<file path="config.mk">
export PLATFORM = sky130hd
export DESIGN_NAME = oob_burst_sequencer
export DESIGN_NICKNAME = d
export VERILOG_FILES = /design/src/rtl/oob_seq_pkg.sv /design/src/rtl/oob_role_gate.sv /design/src/rtl/oob_tick_counter.sv /design/src/rtl/oob_burst_sequencer.sv
export SDC_FILE = /design/constraint.sdc
export NUM_CORES = 1
export LEC_CHECK = 0
export BUFFER_PORTS_ARGS = -buffer_cell sky130_fd_sc_hd__buf_4
export CAP_MARGIN = 20
export CORE_MARGIN = 2
export CORE_UTILIZATION = 55
export CTS_BUF_LIST = sky130_fd_sc_hd__clkbuf_8
export DETAILED_ROUTE_END_ITERATION = 16
export MAX_ROUTING_LAYER = met4
export PLACE_DENSITY_LB_ADDON = 0.12
export SKIP_CTS_REPAIR_TIMING = 1
export SYNTH_ARGS = -nofsm -noshare
export SYNTH_HDL_FRONTEND = slang
export SYNTH_SLANG_ARGS = --single-unit
</file>
<file path="constraint.sdc">
create_clock -name clk -period 3.1 [get_ports clk]
set_clock_uncertainty 0.05 [all_clocks]
set_input_delay 0.155 -clock clk [delete_from_list [all_inputs] [get_ports clk]]
set_output_delay 0.155 -clock clk [all_outputs]
set_load 0.01 [all_outputs]
</file>
<file path="src/rtl/oob_seq_pkg.sv">
// Package: shared types and constants for the out-of-band burst sequencer.
// Assumes a 10-bit character path; the burst character is the same for
// either running disparity, so no disparity state is kept.
package oob_seq_pkg;

    typedef enum logic [1:0] {
        SIG_RESET = 2'd0,
        SIG_INIT  = 2'd1,
        SIG_WAKE  = 2'd2,
        SIG_NONE  = 2'd3
    } oob_sig_e;

    typedef enum logic [1:0] {
        ST_IDLE  = 2'd0,
        ST_BURST = 2'd1,
        ST_GAP   = 2'd2
    } seq_state_e;

    localparam int unsigned CHAR_W = 10;
    localparam logic [CHAR_W-1:0] BURST_CHAR = 10'b0101010101;

endpackage

</file>
<file path="src/rtl/oob_role_gate.sv">
// Module: decides whether a requested signal is allowed for the current role.
// Assumes a purely combinational check; the caller samples the result only
// when it is ready to accept a request.
module oob_role_gate
    import oob_seq_pkg::*;
(
    input  logic       role_is_host,
    input  logic [1:0] kind,
    output logic       allowed
);

    // Allowed-signal decode by role.
    always_comb begin
        case (kind)
            SIG_RESET: allowed = role_is_host;
            SIG_INIT:  allowed = !role_is_host;
            SIG_WAKE:  allowed = 1'b1;
            default:   allowed = 1'b0;
        endcase
    end

endmodule

</file>
<file path="src/rtl/oob_tick_counter.sv">
// Module: wrapping counter with a run-time limit and a terminal flag.
// Assumes limit >= 1 whenever step is high; clear wins over step.
module oob_tick_counter #(
    parameter int unsigned W = 6
) (
    input  logic         clk,
    input  logic         rst_n,
    input  logic         clear,
    input  logic         step,
    input  logic [W-1:0] limit,
    output logic [W-1:0] count,
    output logic         at_last
);

    // Terminal count detect.
    assign at_last = (count == limit - W'(1));

    // Count up, wrap to zero after the terminal value.
    always_ff @(posedge clk) begin
        if (!rst_n || clear) begin
            count <= '0;
        end else if (step) begin
            count <= at_last ? '0 : count + W'(1);
        end
    end

endmodule

</file>
<file path="src/rtl/oob_burst_sequencer.sv">
// Module: out-of-band burst sequencer (top).
// Emits BURST_COUNT bursts of BURST_CHARS fixed characters, each followed by
// an idle gap whose length depends on the latched signal type, then pulses
// done. Assumes one character per clock and that the role is checked only
// when a request is accepted.
module oob_burst_sequencer
    import oob_seq_pkg::*;
#(
    parameter int unsigned BURST_CHARS = 16,
    parameter int unsigned LONG_GAP    = 48,
    parameter int unsigned SHORT_GAP   = 16,
    parameter int unsigned BURST_COUNT = 6
) (
    input  logic              clk,
    input  logic              rst_n,
    input  logic              role_is_host,
    input  logic              req_valid,
    input  logic [1:0]        req_kind,
    output logic [CHAR_W-1:0] tx_char,
    output logic              tx_idle,
    output logic              busy,
    output logic              done,
    output logic              err
);

    localparam int unsigned SPAN_MAX = (LONG_GAP > BURST_CHARS) ?
        ((LONG_GAP > SHORT_GAP) ? LONG_GAP : SHORT_GAP) :
        ((BURST_CHARS > SHORT_GAP) ? BURST_CHARS : SHORT_GAP);
    localparam int unsigned CNT_W = $clog2(SPAN_MAX + 1);
    localparam int unsigned BC_W  = $clog2(BURST_COUNT + 1);

    seq_state_e       state;
    oob_sig_e         kind_q;
    logic             allowed;
    logic [CNT_W-1:0] gap_len;
    logic [CNT_W-1:0] char_limit;
    logic [CNT_W-1:0] char_count;
    logic             char_last;
    logic [BC_W-1:0]  burst_idx;
    logic             burst_last;
    logic             burst_step;

    oob_role_gate u_gate (
        .role_is_host (role_is_host),
        .kind         (req_kind),
        .allowed      (allowed)
    );

    // Gap length from the latched signal type.
    assign gap_len = (kind_q == SIG_WAKE) ? CNT_W'(SHORT_GAP) : CNT_W'(LONG_GAP);

    // Character counter limit follows the current phase.
    assign char_limit = (state == ST_GAP) ? gap_len : CNT_W'(BURST_CHARS);

    oob_tick_counter #(.W(CNT_W)) u_char_cnt (
        .clk     (clk),
        .rst_n   (rst_n),
        .clear   (state == ST_IDLE),
        .step    (state != ST_IDLE),
        .limit   (char_limit),
        .count   (char_count),
        .at_last (char_last)
    );

    // One burst period ends on the last gap character.
    assign burst_step = (state == ST_GAP) && char_last;

    oob_tick_counter #(.W(BC_W)) u_burst_cnt (
        .clk     (clk),
        .rst_n   (rst_n),
        .clear   (state == ST_IDLE),
        .step    (burst_step),
        .limit   (BC_W'(BURST_COUNT)),
        .count   (burst_idx),
        .at_last (burst_last)
    );

    // Phase sequencing, request acceptance and the two pulse outputs.
    always_ff @(posedge clk) begin
        if (!rst_n) begin
            state  <= ST_IDLE;
            kind_q <= SIG_WAKE;
            done   <= 1'b0;
            err    <= 1'b0;
        end else begin
            done <= 1'b0;
            err  <= 1'b0;
            case (state)
                ST_IDLE: begin
                    if (req_valid) begin
                        if (allowed) begin
                            state  <= ST_BURST;
                            kind_q <= oob_sig_e'(req_kind);
                        end else begin
                            err <= 1'b1;
                        end
                    end
                end
                ST_BURST: begin
                    if (char_last) state <= ST_GAP;
                end
                ST_GAP: begin
                    if (char_last) begin
                        if (burst_last) begin
                            state <= ST_IDLE;
                            done  <= 1'b1;
                        end else begin
                            state <= ST_BURST;
                        end
                    end
                end
                default: state <= ST_IDLE;
            endcase
        end
    end

    // Output decode from the phase.
    assign tx_idle = (state != ST_BURST);
    assign tx_char = (state == ST_BURST) ? BURST_CHAR : '0;
    assign busy    = (state != ST_IDLE);

endmodule

</file>
[Yosys cells after proc, flatten, opt, wreduce, memory -nomap -nowiden]
Index checks and enable logic that the tools add are counted.
Operators by class
  $add $sub $neg: 3
  equality and inequality tests: 12
  mux-type cells: 14
  reductions and logical operators: 11
Operators with widths (count)
  two-way mux 6 bit: 3
  two-way mux 9 bit: 1
  AND reduction 3 bit: 3
  two-way mux 2 bit: 4
  inequality test 2 bit (second input constant): 4
  adder 6 x 1 -> 6 bit (second input constant): 1
  == test 2 bit (second input constant): 3
  == test 6 bit: 1
  case mux 2 bit (3 select lines): 1
  subtractor 6 x 1 -> 6 bit (second input constant): 1
  == test 2 x 1 -> 1 bit (second input constant): 2
  logical NOT 2 bit: 2
  AND reduction 4 bit: 1
  adder 3 x 1 -> 3 bit (second input constant): 1
  == test 3 bit (second input constant): 1
  two-way mux 1 bit: 3
  two-way mux 3 bit: 1
  case mux 1 bit (3 select lines): 1
  logical NOT 1 bit: 2
  inequality test 2 x 1 -> 1 bit (second input constant): 1
  nonzero test 2 bit: 1
  logical AND 1 bit: 1
  logical OR 1 bit: 1
Storage, ports and cells
  bits in registers: 15
  input port bits: 6
  output and inout bits: 14
  word-level logic and storage cells: 46

[Longest topological paths before layout]
Gate-level depths: netlist of run 1.
  depth in word-level cells: 7
  gate-level depth with buffers: 6
  gate-level depth less buffers: 5

[Modules after synthesis]
Synthesis of run 1 repeated with hierarchy kept, for this count alone.
Second synthesis, totals
  cell total of the unflattened synthesis: 123
  area total of the unflattened synthesis: 1043.5 um^2
Modules (own cells, without submodules)
  oob_tick_counter at u_char_cnt: instances 1, cells an instance 55, area each 449.2 um^2, sequential area each 120.1 um^2
  oob_burst_sequencer: instances 1, cells an instance 38, area each 332.8 um^2, sequential area each 120.1 um^2
  oob_tick_counter at u_burst_cnt: instances 1, cells an instance 28, area each 246.5 um^2, sequential area each 60.1 um^2
  oob_role_gate: instances 1, cells an instance 2, area each 15.0 um^2, sequential area each 0.0 um^2

[Least setup slack after synthesis of run 1]
Ideal clock, no wire load.
  path kind: flip-flop to flip-flop
  start point: register state[0]
  end point: register state[1]
  setup time: 58 ps
  arrival: 1352 ps
  data required time: 2992 ps
  setup slack: 1640 ps
  stages on the path, launching flop included: 7
  path buffers: 1
  period minus slack after synthesis: 1460 ps
  path through: dfxtp_1 > buf_2 > nor2b_1 > inv_1 > nor2_1 > o21ba_2 > o21a_1
On the way
  longest elaborated chain between the ends: 6
  elaborated cells on any way between the ends: 12
  those cells by class: add/sub: 1; eq/ne: 7; mux: 2; reduce/logical: 2
RTL lines
  from (decl): line oob_burst_sequencer.sv:32  | seq_state_e state;
  from (signal assigned): line oob_burst_sequencer.sv:81  | state <= ST_IDLE;
  from (signal assigned): line oob_burst_sequencer.sv:92  | state <= ST_BURST;
  from (signal assigned): line oob_burst_sequencer.sv:100  | if (char_last) state <= ST_GAP;
  == test 2 bit: line oob_burst_sequencer.sv:53, oob_burst_sequencer.sv:88
  two-way mux 6 bit: line oob_burst_sequencer.sv:53  | assign char_limit = (state == ST_GAP) ? gap_len : CNT_W'(BURST_CHARS);
  subtractor 6 x 1 -> 6 bit: line oob_tick_counter.sv:16  | assign at_last = (count == limit - W'(1));
  == test 6 bit: line oob_tick_counter.sv:16
  inequality test 2 bit (no line)
  AND reduction 4 bit (no line)
Several ways; a longest one is shown, not always the timed one.
A chain may end at the register's enable or synchronous reset.

[Final worst setup path of run 1]
  start point: register state[0]
  end point: output port tx_idle
On the way
  longest elaborated chain between the ends: 1
RTL lines
  inequality test 2 x 1 -> 1 bit: line oob_burst_sequencer.sv:118  | assign tx_idle = (state != ST_BURST);
  to (decl): line oob_burst_sequencer.sv:20  | output logic tx_idle,
Every way passes these cells.

==> run_summary.xml, run 1 <==
<?xml version="1.0" encoding="UTF-8"?>
<metrics>
  <group name="floorplan">
    <metric name="die_h" unit="um">43.22</metric>
    <metric name="fp.dieArea" unit="um2">1868</metric>
    <metric name="floorplan.io_pins" unit="">20</metric>
    <metric name="floorplan.die.width" unit="um">43.22</metric>
    <metric name="placement_rows" unit="">14</metric>
    <metric name="initial_utilization" unit="%">57.48</metric>
    <metric name="coreArea" unit="um2">1471</metric>
  </group>
  <group name="final_layout">
    <metric name="layout-drive-gt1-share" unit="%">21.10</metric>
    <metric name="most_frequent_standard_cell_in_the_layout_excluding_fill_and_tap_cells" unit="">dfxtp_1</metric>
    <metric name="most-common-layout-cells" unit="">dfxtp_1 (15), buf_4 (14), nor2_1 (10)</metric>
    <metric name="fin_cells" unit="">125</metric>
    <metric name="area_growth_syn_to_layout" unit="%">11.09</metric>
    <metric name="final_nets" unit="">117</metric>
    <metric name="antenna-diode-count" unit="">0</metric>
  </group>
  <group name="worst_setup_path">
    <metric name="path_max_fanout" unit="">11</metric>
    <metric name="worstSetupStartpointType" unit="">register</metric>
    <metric name="worst-endpoint-required" unit="ns">2.89</metric>
    <metric name="cp-end-kind" unit="">primary output</metric>
    <metric name="arrival" unit="ns">1.44</metric>
    <metric name="worst-setup-path-type" unit="">reg -&gt; out</metric>
  </group>
  <group name="power">
    <metric name="irDropWorstVdd" unit="mV">0.4062</metric>
    <metric name="leakage" unit="uW">0.0003873</metric>
    <metric name="total_power" unit="uW">407.2</metric>
    <metric name="total_power_density_per_cell_area" unit="nW/um2">433.4</metric>
  </group>
  <group name="min_path">
    <metric name="hold_crit_class" unit="">in -&gt; reg</metric>
  </group>
  <group name="global_routing">
    <metric name="antenna_violations_before_repair" unit="">0</metric>
    <metric name="groute.usage.overall" unit="%">21.59</metric>
    <metric name="grt_start_max_net_pins" unit="">12</metric>
    <metric name="first_global_vias" unit="">649</metric>
    <metric name="grt.overflow.total" unit="">0</metric>
    <metric name="wire_length_of_the_first_global_routing_pass" unit="um">2856</metric>
  </group>
  <group name="routing">
    <metric name="route.vias.total" unit="">705</metric>
    <metric name="detailedRoute.firstIterationViolations" unit="">19</metric>
    <metric name="detail_route.drc_violations" unit="">0</metric>
    <metric name="total_wirelength_of_the_detailed_routed_design" unit="um">1635</metric>
    <metric name="wire_per_inst" unit="um">13.08</metric>
    <metric name="detailedRoute.firstPassIterationCount" unit="">4</metric>
    <metric name="detail_route.vias_per_cell" unit="">5.640</metric>
    <metric name="route.antenna.remaining_nets" unit="">0</metric>
  </group>
  <group name="sta">
    <metric name="final.setup.tns" unit="ns">0</metric>
    <metric name="period_minus_slack" unit="ns">1.640</metric>
    <metric name="tightestPinTransition" unit="ns">0.5659</metric>
    <metric name="drv_slew" unit="">0</metric>
    <metric name="post-route-period-util" unit="%">52.91</metric>
    <metric name="timing.slew.headroom" unit="%">61.87</metric>
    <metric name="final_setup_violating_endpoints" unit="">0</metric>
    <metric name="max_clock_freq" unit="MHz">609.7</metric>
    <metric name="rsz0062_at_grt" unit="">no</metric>
    <metric name="timing_hold_violations_final" unit="">0</metric>
    <metric name="hold_slack" unit="ns">0.08362</metric>
    <metric name="final_critical_path_setup_slack" unit="ns">1.460</metric>
  </group>
  <group name="clock_tree">
    <metric name="ctsLongestPathBuffers" unit="">2</metric>
    <metric name="worst_skew_pair.late_latency" unit="ns">0.25</metric>
    <metric name="clock_sinks" unit="">15</metric>
    <metric name="cts_root_buf" unit="">clkbuf_8</metric>
    <metric name="cts_made_buffers" unit="">3</metric>
    <metric name="cts-htree-levels" unit="">1</metric>
    <metric name="clk_transition_reported_paths" unit="ns">0.06</metric>
    <metric name="cts_tree" unit="">yes</metric>
  </group>
  <group name="synthesis">
    <metric name="syn_area_per_cell" unit="um2">8.544</metric>
    <metric name="post_synth_instance_area" unit="um2">845.8</metric>
    <metric name="yosys_warnings" unit="">0</metric>
    <metric name="synth_sequential_area_ratio" unit="%">35.50</metric>
    <metric name="netlist-cell-type-count" unit="">37</metric>
    <metric name="syn-instance-count" unit="">99</metric>
    <metric name="synth_seq_cells" unit="">15</metric>
    <metric name="synth_edf_count" unit="">0</metric>
    <metric name="synth_top_flop_cell" unit="">dfxtp_1</metric>
    <metric name="synthArstFlopShare" unit="%">0</metric>
  </group>
  <group name="placed_design">
    <metric name="hpwl" unit="um">1209</metric>
    <metric name="dp_slack" unit="ns">1.547</metric>
    <metric name="placed_cells" unit="">121</metric>
    <metric name="portBuffers" unit="">14</metric>
    <metric name="gpl.final_weighted_congestion" unit="">0.8239</metric>
  </group>
  <group name="run_status">
    <metric name="run_status" unit="">complete, no violations</metric>
  </group>
  <group name="run">
    <metric name="timing.max_cap.violations" unit="">0</metric>
  </group>
</metrics>
critical path, stage by stage (launching register included):
cell	delay (ns)
dfxtp_1	0.52
nor2b_1	0.38
inv_1	0.12
buf_4	0.16
cells in the mapped netlist, drive strengths merged, types with 2 or more instances:
cell / count / area, um2
dfxtp: 15 / 300.3
a21oi: 6 / 33.78
o21ai: 7 / 35.03
o31ai: 3 / 22.52
nand2: 5 / 18.77
nand4: 2 / 12.51
xnor2: 4 / 42.55
nor2b: 4 / 32.53
nor2: 10 / 37.54
or3: 4 / 25.02
nand3: 3 / 15.01
a31oi: 2 / 12.51
inv: 3 / 11.26
xor2: 2 / 17.52
buf: 12 / 91.33
metal layers:
layer	vias up	part of all wire, %	track usage, %	routed length (um)
met2	20	45	31.94	734
li1	354	-	-	-
met4	0	2.1	9.091	34
met5	-	0	-	0
met3	5	5.9	7.660	97
met1	326	47	26.51	769
metrics by stage:
step                      utilization (%)  instance area, um2
after floorplan                         -               860.8
after global placement              60.80               894.6
after detailed placement            60.80               894.6
after CTS                           63.86               939.7
after global routing                63.86               939.7
final                               63.86               939.7
state kept, by name (all words and copies together), names as in the netlist:
signal / cells
kind_q: 2
err: 1
state: 2
done: 1
u_burst_cnt.count: 3
u_char_cnt.count: 6
layout make-up:
cell class,count,area (um2)
timing repair buffer,14,105.1
fill,140,531.8
clock inverter,1,3.754
tap,16,20.02
sequential,15,300.3
clock buffer,3,41.29
inverter,3,11.26
multi-input combinational,73,457.9
power breakdown:
part           switching [uW]  internal (uW)
clock network            66.0           87.7
registers                4.58            196
logic                    28.4           24.0
path summary, 6_finish.rpt:
path | startpoint | to | slack (ns) | cells after the start
hold reg to reg | u_char_cnt.count[0] | u_char_cnt.count[0] | 0.41 | 1
hold / removal | rst_n | kind_q[1] | 0.08 | 2
setup reg to reg | u_char_cnt.count[0] | u_burst_cnt.count[0] | 1.54 | 5
setup / recovery | state[0] | tx_idle | 1.46 | 3
kinds of logic after synthesis:
kind of cell / Yosys count / synth area share, %
AOI/OAI and AO/OA: 24 / 18.64
DFF: 15 / 35.50
adders and majority gates: 1 / 1.479
xor gates and xnor gates: 6 / 7.102
other: 1 / 0.4434
buffers and inverters: 15 / 12.13
and+or+nand+nor: 37 / 24.71
Power figures use the tool's default switching activity.
==> run 2: changes to the inputs <==
- ABC_AREA: default -> 1
- CORE_UTILIZATION: 55 -> 48
- clock period: 3.1 -> 1.4 ns (I/O delays scaled with it)
==> run 2 against run 1 <==
Net effect:
- the flow now finishes with violations (negative hold slack)
- sequential share of layout area down 0.33 points
- synthesized cell count up 8.1%
- die area up 6.3%
- worst hold slack worse by 0.086 ns
- highest routed layer unchanged
==> run_summary.xml, run 2 <==
<?xml version="1.0" encoding="UTF-8"?>
<metrics>
  <group name="floorplan">
    <metric name="initial_utilization" unit="%">51.81</metric>
    <metric name="placement_rows" unit="">14</metric>
    <metric name="coreArea" unit="um2">1524</metric>
    <metric name="floorplan.io_pins" unit="">20</metric>
    <metric name="die_h" unit="um">44.56</metric>
    <metric name="floorplan.die.width" unit="um">44.56</metric>
    <metric name="fp.dieArea" unit="um2">1985</metric>
  </group>
  <group name="clock_tree">
    <metric name="cts_made_buffers" unit="">3</metric>
    <metric name="worst_skew_pair.late_latency" unit="ns">0.24</metric>
    <metric name="cts-htree-levels" unit="">1</metric>
    <metric name="cts_root_buf" unit="">clkbuf_8</metric>
    <metric name="clk_transition_reported_paths" unit="ns">0.06</metric>
    <metric name="clock_sinks" unit="">15</metric>
    <metric name="ctsLongestPathBuffers" unit="">2</metric>
    <metric name="cts_tree" unit="">yes</metric>
  </group>
  <group name="power">
    <metric name="irDropWorstVdd" unit="mV">0.6318</metric>
    <metric name="leakage" unit="uW">0.0003968</metric>
    <metric name="total_power_density_per_cell_area" unit="nW/um2">948.1</metric>
  </group>
  <group name="sta">
    <metric name="drv_slew" unit="">0</metric>
    <metric name="post-route-period-util" unit="%">96.64</metric>
    <metric name="final.setup.tns" unit="ns">0</metric>
    <metric name="rsz0062_at_grt" unit="">yes</metric>
    <metric name="max_clock_freq" unit="MHz">739.1</metric>
    <metric name="hold_slack" unit="ns">-0.002085</metric>
    <metric name="final_setup_violating_endpoints" unit="">0</metric>
    <metric name="timing_hold_violations_final" unit="">1</metric>
    <metric name="period_minus_slack" unit="ns">1.353</metric>
  </group>
  <group name="synthesis">
    <metric name="synth_sequential_area_ratio" unit="%">38.03</metric>
    <metric name="synth_top_flop_cell" unit="">dfxtp_1</metric>
    <metric name="synthTopCellsByArea" unit="">dfxtp_1 (38%), buf_4 (8.6%), nand2_1 (8.6%), inv_1 (7.1%), nor2_1 (5.7%)</metric>
    <metric name="post_synth_instance_area" unit="um2">789.5</metric>
    <metric name="syn-instance-count" unit="">107</metric>
    <metric name="synth.most_common_cell" unit="">nand2_1</metric>
    <metric name="synth_top_area_share" unit="%">38.03</metric>
    <metric name="synth_edf_count" unit="">0</metric>
    <metric name="yosys_warnings" unit="">0</metric>
    <metric name="synth_commonest_cells" unit="">nand2_1 (18), dfxtp_1 (15), inv_1 (15)</metric>
    <metric name="synthArstFlopShare" unit="%">0</metric>
    <metric name="syn_area_per_cell" unit="um2">7.379</metric>
    <metric name="synth_largest_area_cell" unit="">dfxtp_1</metric>
    <metric name="synth_seq_cells" unit="">15</metric>
    <metric name="netlist-cell-type-count" unit="">21</metric>
  </group>
  <group name="min_path">
    <metric name="hold_path_startpoint" unit="">rst_n</metric>
    <metric name="hold_crit_class" unit="">in -&gt; reg</metric>
  </group>
  <group name="final_layout">
    <metric name="post-route-cell-area" unit="um2">953.4</metric>
    <metric name="most-common-layout-cells" unit="">nand2_1 (18), buf_4 (17), inv_1 (16)</metric>
    <metric name="registers.top_by_ff_count" unit="">u_char_cnt.count</metric>
    <metric name="fin_cells" unit="">139</metric>
    <metric name="layout-drive-gt1-share" unit="%">29.27</metric>
    <metric name="area_growth_syn_to_layout" unit="%">20.76</metric>
    <metric name="largest_reg_flops" unit="">6</metric>
    <metric name="finish.utilization" unit="%">62.56</metric>
    <metric name="most_frequent_standard_cell_in_the_layout_excluding_fill_and_tap_cells" unit="">nand2_1</metric>
    <metric name="largest_registers" unit="">u_char_cnt.count (6), u_burst_cnt.count (3)</metric>
    <metric name="final_nets" unit="">131</metric>
    <metric name="antenna-diode-count" unit="">0</metric>
  </group>
  <group name="placed_design">
    <metric name="hpwl" unit="um">1041</metric>
    <metric name="placed_cell_area" unit="um2">869.6</metric>
    <metric name="placed_cells" unit="">133</metric>
    <metric name="gpl.final_weighted_congestion" unit="">0.7570</metric>
    <metric name="portBuffers" unit="">14</metric>
  </group>
  <group name="global_routing">
    <metric name="antenna_violations_before_repair" unit="">0</metric>
    <metric name="grt_start_max_net_pins" unit="">9</metric>
    <metric name="wire_length_of_the_first_global_routing_pass" unit="um">2408</metric>
    <metric name="grt.overflow.total" unit="">0</metric>
    <metric name="groute.usage.overall" unit="%">16.88</metric>
    <metric name="first_global_vias" unit="">580</metric>
  </group>
  <group name="routing">
    <metric name="detailedRoute.firstIterationViolations" unit="">10</metric>
    <metric name="detailedRoute.firstPassIterationCount" unit="">4</metric>
    <metric name="wire_per_inst" unit="um">10.59</metric>
    <metric name="route.vias.total" unit="">678</metric>
    <metric name="total_wirelength_of_the_detailed_routed_design" unit="um">1472</metric>
    <metric name="detail_route.drc_violations" unit="">0</metric>
    <metric name="route.antenna.remaining_nets" unit="">0</metric>
    <metric name="detail_route.vias_per_cell" unit="">4.878</metric>
  </group>
  <group name="run_status">
    <metric name="run_status" unit="">complete, but fails checks</metric>
    <metric name="violations" unit="">negative hold slack</metric>
  </group>
  <group name="worst_setup_path">
    <metric name="worstSetupStartpointType" unit="">register</metric>
    <metric name="arrival" unit="ns">1.48</metric>
    <metric name="worst-setup-path-type" unit="">reg -&gt; reg</metric>
    <metric name="worst_r2r_startpoint" unit="">u_char_cnt.count[1]</metric>
    <metric name="r2r_setup_slk" unit="ns">0.05</metric>
    <metric name="path_max_fanout" unit="">5</metric>
    <metric name="setup.worst_path.start" unit="">u_char_cnt.count[1]</metric>
    <metric name="cp-end-kind" unit="">register</metric>
    <metric name="worst-endpoint-required" unit="ns">1.52</metric>
  </group>
  <group name="run">
    <metric name="timing.max_cap.violations" unit="">0</metric>
  </group>
</metrics>
[run 2: changes by cell type in the layout (fill, tap and decap cells not counted), moves of 4 or more]
cell	change
nand2_1	+13
inv_1	+12
o21ai_0	-4
or3_1	-4
[run 2: power breakdown]
| group | internal, uW | switching (uW) | total (uW) |
|---|---|---|---|
| combinational | 52.9 | 70.4 | 123 |
| clock | 194 | 141 | 334 |
| sequential | 439 | 7.11 | 446 |
[run 2: layer usage]
layer	share of wire (%)	track usage, %	wire (um)
met5	0	-	0
met3	7.1	4.898	104
met2	48	26.09	713
met4	0.95	5.455	14
met1	43	21.00	640
[run 2: worst max-delay path: stages (launching register included)]
cell     delay [ns]
dfxtp_1        0.33
ha_2           0.21
nand3_2        0.13
nor2_4         0.20
nand3_4        0.12
inv_2          0.08
nand2_1        0.05
a21oi_1        0.12
[run 2: cells by family after synthesis]
kind of cell,Yosys count,synth area share [%]
buffers and inverters,25,16.16
AOI/OAI and AO/OA,11,7.923
and+or+nand+nor,49,30.27
other,1,0.4750
adders and majority gates,1,1.585
DFF,15,38.04
xor gates and xnor gates,5,5.548
[run 2: cell type report]
cell class | count | area [um2]
fillers | 143 | 570.5
multi-input cells | 71 | 399.1
repair buffers | 17 | 127.6
clock inverters | 1 | 3.754
well taps | 16 | 20.02
clock buffers | 3 | 41.29
inverters | 16 | 60.06
flip-flops and latches | 15 | 301.5
[run 2: final timing paths]
kind	endpoint	cells past startpoint
worst max-delay path	u_burst_cnt.count[1]	7
worst min-delay path	kind_q[1]	2
worst max register to register	u_burst_cnt.count[1]	7
worst min register to register	u_char_cnt.count[0]	1
[run 2: stage by stage]
step | total power (uW) | setup WS [ns]
finish | 903.9 | 0.04703
global route | 960.0 | -0.06999
CTS | 911.4 | -0.02984
detailed placement | 578.3 | 0.02665
global placement | 575.7 | 0.1011
floorplan | 543.6 | 0.1661
